===== src/rtl/lvl_fifo.sv =====
module lvl_fifo #(
  parameter int DW    = 9,
  parameter int DEPTH = 16,
  localparam int AW   = $clog2(DEPTH),
  localparam int PW   = AW + 1
) (
  input  logic          clk,
  input  logic          rst_n,
  input  logic [DW-1:0] din,
  input  logic          wen1_n,
  input  logic          wen2_ld,
  input  logic          ren1_n,
  input  logic          ren2_n,
  input  logic          oe_n,
  input  logic [PW-1:0] ae_ofs,
  input  logic [PW-1:0] af_ofs,
  output logic [DW-1:0] dout,
  output logic          empty_n,
  output logic          full_n,
  output logic          almost_empty_n,
  output logic          almost_full_n
);

  logic [DW-1:0] mem [DEPTH];
  logic [PW-1:0] wptr, rptr;
  logic [DW-1:0] q_r;
  logic          mode_dual;

  logic [PW-1:0] cnt, room;
  logic          port_free, wr_go, rd_go;

  assign cnt  = wptr - rptr;
  assign room = PW'(DEPTH) - cnt;

  assign empty_n        = (cnt != '0);
  assign full_n         = (cnt != PW'(DEPTH));
  assign almost_empty_n = !(cnt <= ae_ofs);
  assign almost_full_n  = !(room <= af_ofs);

  assign port_free = mode_dual || wen2_ld;
  assign wr_go = !wen1_n && wen2_ld && full_n;
  assign rd_go = !ren1_n && !ren2_n && empty_n && port_free;

  always_ff @(posedge clk) begin
    if (!rst_n) mode_dual <= wen2_ld;
  end

  always_ff @(posedge clk) begin
    if (!rst_n) begin
      wptr <= '0;
      rptr <= '0;
      q_r  <= '0;
    end else begin
      if (wr_go) wptr <= wptr + 1'b1;
      if (rd_go) begin
        rptr <= rptr + 1'b1;
        q_r  <= mem[rptr[AW-1:0]];
      end
    end
  end

  always_ff @(posedge clk) begin
    if (rst_n && wr_go) mem[wptr[AW-1:0]] <= din;
  end

  assign dout = oe_n ? '0 : q_r;

endmodule


===== config.mk =====
export PLATFORM = sky130hd
export DESIGN_NAME = lvl_fifo
export DESIGN_NICKNAME = d
export VERILOG_FILES = /design/src/rtl/lvl_fifo.sv
export SDC_FILE = /design/constraint.sdc
export NUM_CORES = 1
export LEC_CHECK = 0
export ABC_CLOCK_PERIOD_IN_PS = 5180
export BUFFER_PORTS_ARGS = -buffer_cell sky130_fd_sc_hd__buf_2
export CORE_MARGIN = 10
export CORE_UTILIZATION = 45
export DETAILED_ROUTE_END_ITERATION = 7
export PLACE_DENSITY = 0.72
export SLEW_MARGIN = 20
export SYNTH_ARGS = -nofsm -noshare
export SYNTH_HDL_FRONTEND = slang
export SYNTH_SLANG_ARGS = --single-unit

===== constraint.sdc =====
create_clock -name clk -period 5.18 [get_ports clk]
set_input_delay 0.259 -clock clk [delete_from_list [all_inputs] [get_ports clk]]
set_output_delay 0.259 -clock clk [all_outputs]
set_load 0.005 [all_outputs]

==> results.py <==
metrics = {
    "layout": {
        "fin_nets": 486,
        "n_fill_cell": 1186,
        "area_growth_pct": 14.7,
        "layout-drive-gt1-share": 0.254,
        "diodes": 0,
        "finalNonFillerCells": 637,
    },
    "global_routing": {
        "grt_first_pass_wirelength_mm": 21.8,
        "overflow": 0,
        "grt_use_total": 0.145,
        "grt_max_degree": 40,
        "antenna_found_initial": 0,
        "grt_pass1_vias": 3716,
    },
    "synth": {
        "synth_nets": 436,
        "ys.flop_type": "edfxtp_1",
        "synth_top_area_frac": 0.636,
        "syn_inst": 387,
        "synth.most_common_cell": "edfxtp_1",
        "ys_seq_area_frac": 0.691,
        "syn_avg_cell_area_sq_um": 17.7,
        "yosysTopAreaCell": "edfxtp_1",
        "synth_area_leaders": "edfxtp_1 (64%), mux4_2 (12%), dfxtp_1 (5.6%)",
        "ys_seq_elements": 164,
        "synth_cell_types": 34,
        "async_flop_share": 0,
        "yosys_warnings": 0,
        "synth_area_sq_um": 6850,
        "synthTopCellsByCount": "edfxtp_1 (145), mux4_2 (36), nor2_1 (23), ha_1 (22)",
        "synth_edf_count": 145,
    },
    "clock_tree": {
        "root_buffer": "clkbuf_16",
        "clockBufferDepth": 2,
        "cts_buffers": 17,
        "cts_resized": 0,
        "cts_sinks": 164,
        "clkTransAtPathRegs_ps": 60,
        "htree_levels": 4,
        "cts_tree": "done",
        "post_cts_buffers": 0,
        "cts_hold_buffers": 0,
        "clock_latency_ps": 430,
    },
    "flow_run": {
        "cap_violations": 0,
    },
    "sta": {
        "finalCritPeriodShare": 0.724,
        "tightest_slew_ps": 899,
        "period_minus_slack_ps": 3750,
        "fmax_mhz": 267,
        "skew_ps": 8.64,
        "finalSetupTns_ps": 0,
        "whs_ps": 44.0,
        "rsz0062_at_grt": "false",
        "setup_violations": 0,
        "drv_slew": 0,
        "maxSlewHeadroom": 0.398,
        "hold_viol": 0,
        "setup_slack_ps": 1430,
    },
    "die": {
        "pin_count": 39,
        "num_rows": 45,
        "die_area_sq_um": 20600,
        "die_w_microns": 143,
        "design.core.area_sq_um": 15000,
        "die_height_microns": 143,
        "initial_utilization": 0.456,
    },
    "placed_design": {
        "place.gp.congestion": 0.822,
        "pre_cts_ws_ps": 1410,
        "hpwl_mm": 9.24,
        "place_inst": 606,
        "numPortBuffers": 38,
    },
    "critical_path": {
        "cp-start-kind": "flip-flop",
        "required_ps": 5230,
        "cp.arrival_ps": 3800,
        "critical_path_peak_fanout": 9,
        "crit_path_end_kind": "flip-flop",
        "critical_path_class": "reg -> reg",
    },
    "route": {
        "dr.pass1.iters": 6,
        "drc": 0,
        "routed-via-count": 3618,
        "wl_mm": 14.0,
        "drtIter0Drc": 325,
        "avgViaCountPerCell": 5.68,
        "routedWlPerCell_microns": 21.9,
        "final_antenna_net_count": 0,
    },
    "power": {
        "p_leak_nw": 2.60,
        "peakVddDrop_uv": 246,
        "finalPower_mw": 3.01,
        "power_density_nw_per_um2": 384,
    },
    "outcome": {
        "outcome": "finished, final reports clean",
    },
    "hold_path": {
        "hold_class": "in -> reg",
    },
}
[worst max-delay path, stage by stage, from the launching register on]
cell and delay [ps]:
dfxtp_1 350, inv_1 120, ha_1 150, inv_1 60, fa_1 530, inv_1 60, ha_1 190, nor3b_1 160
ha_1 250, nor3b_2 390, and2_1 260, nand2_1 140, nor2_1 700
[per-stage QoR]
stage / util / instance area (sq um)
after CTS: 0.523 / 7860
after global placement: 0.482 / 7250
after detailed placement: 0.482 / 7250
final: 0.523 / 7860
after floorplan: - / 6850
after global routing: 0.523 / 7860
[where the power goes]
group | total, mW | switching [mW] | internal, mW
logic | 0.286 | 0.160 | 0.126
registers | 1.46 | 0.00674 | 1.45
clock network | 1.27 | 0.480 | 0.791
total | 3.01 | 0.646 | 2.37
[layout make-up]
cell class	count	area (sq um)	share of cell area
clock buffers	22	474	0.0604
inverters	19	71.3	0.00908
well taps	188	235	0.0299
clock inverters	9	128	0.0162
multi-input cells	189	1960	0.250
flip-flops and latches	164	4740	0.603
repair buffers	46	250	0.0319
[sequential cells by signal, summed over array words and instances, names as in the netlist]
register	cells
mem	144
q_r	9
rptr	5
wptr	5
mode_dual	1
[logic make-up (layout without fill, tap and decap cells)]
group | after synthesis | in the layout | synth area share
XOR/XNOR | 13 | 13 | 0.0166
flip-flops | 164 | 164 | 0.691
AND/OR/NAND/NOR | 75 | 75 | 0.0570
multiplexers | 55 | 55 | 0.146
buffers and inverters | 34 | 96 | 0.0225
adder cells (fa/ha/maj) | 23 | 23 | 0.0431
AO/OA/AOI/OAI | 23 | 23 | 0.0234
[layer usage]
metal	global-route usage	up-vias	part of all wire
li1	-	1618	-
met1	0.193	1809	0.42
met2	0.220	167	0.47
met3	0.0383	24	0.089
met4	0.0629	0	0.022
met5	0	-	0
[layout by cell type (no fill, tap or decap), types with 12 or more instances in the layout]
cell       count
buf_2         38
clkbuf_16     17
dfxtp_1       18
edfxtp_1     145
ha_1          22
inv_1         19
mux2i_1       19
mux4_2        36
nand3_1       12
nor2_1        23
[worst paths after layout]
kind / startpoint / depth (start not counted) / end / slack (ps)
worst max-delay path: wptr[0] / 12 / mem[4][3] / 1430
worst min-delay path: wen2_ld / 1 / mode_dual / 40
worst max register to register: wptr[0] / 12 / mem[4][3] / 1430
worst min register to register: q_r[3] / 2 / q_r[3] / 490
Power figures use the tool's default switching activity.
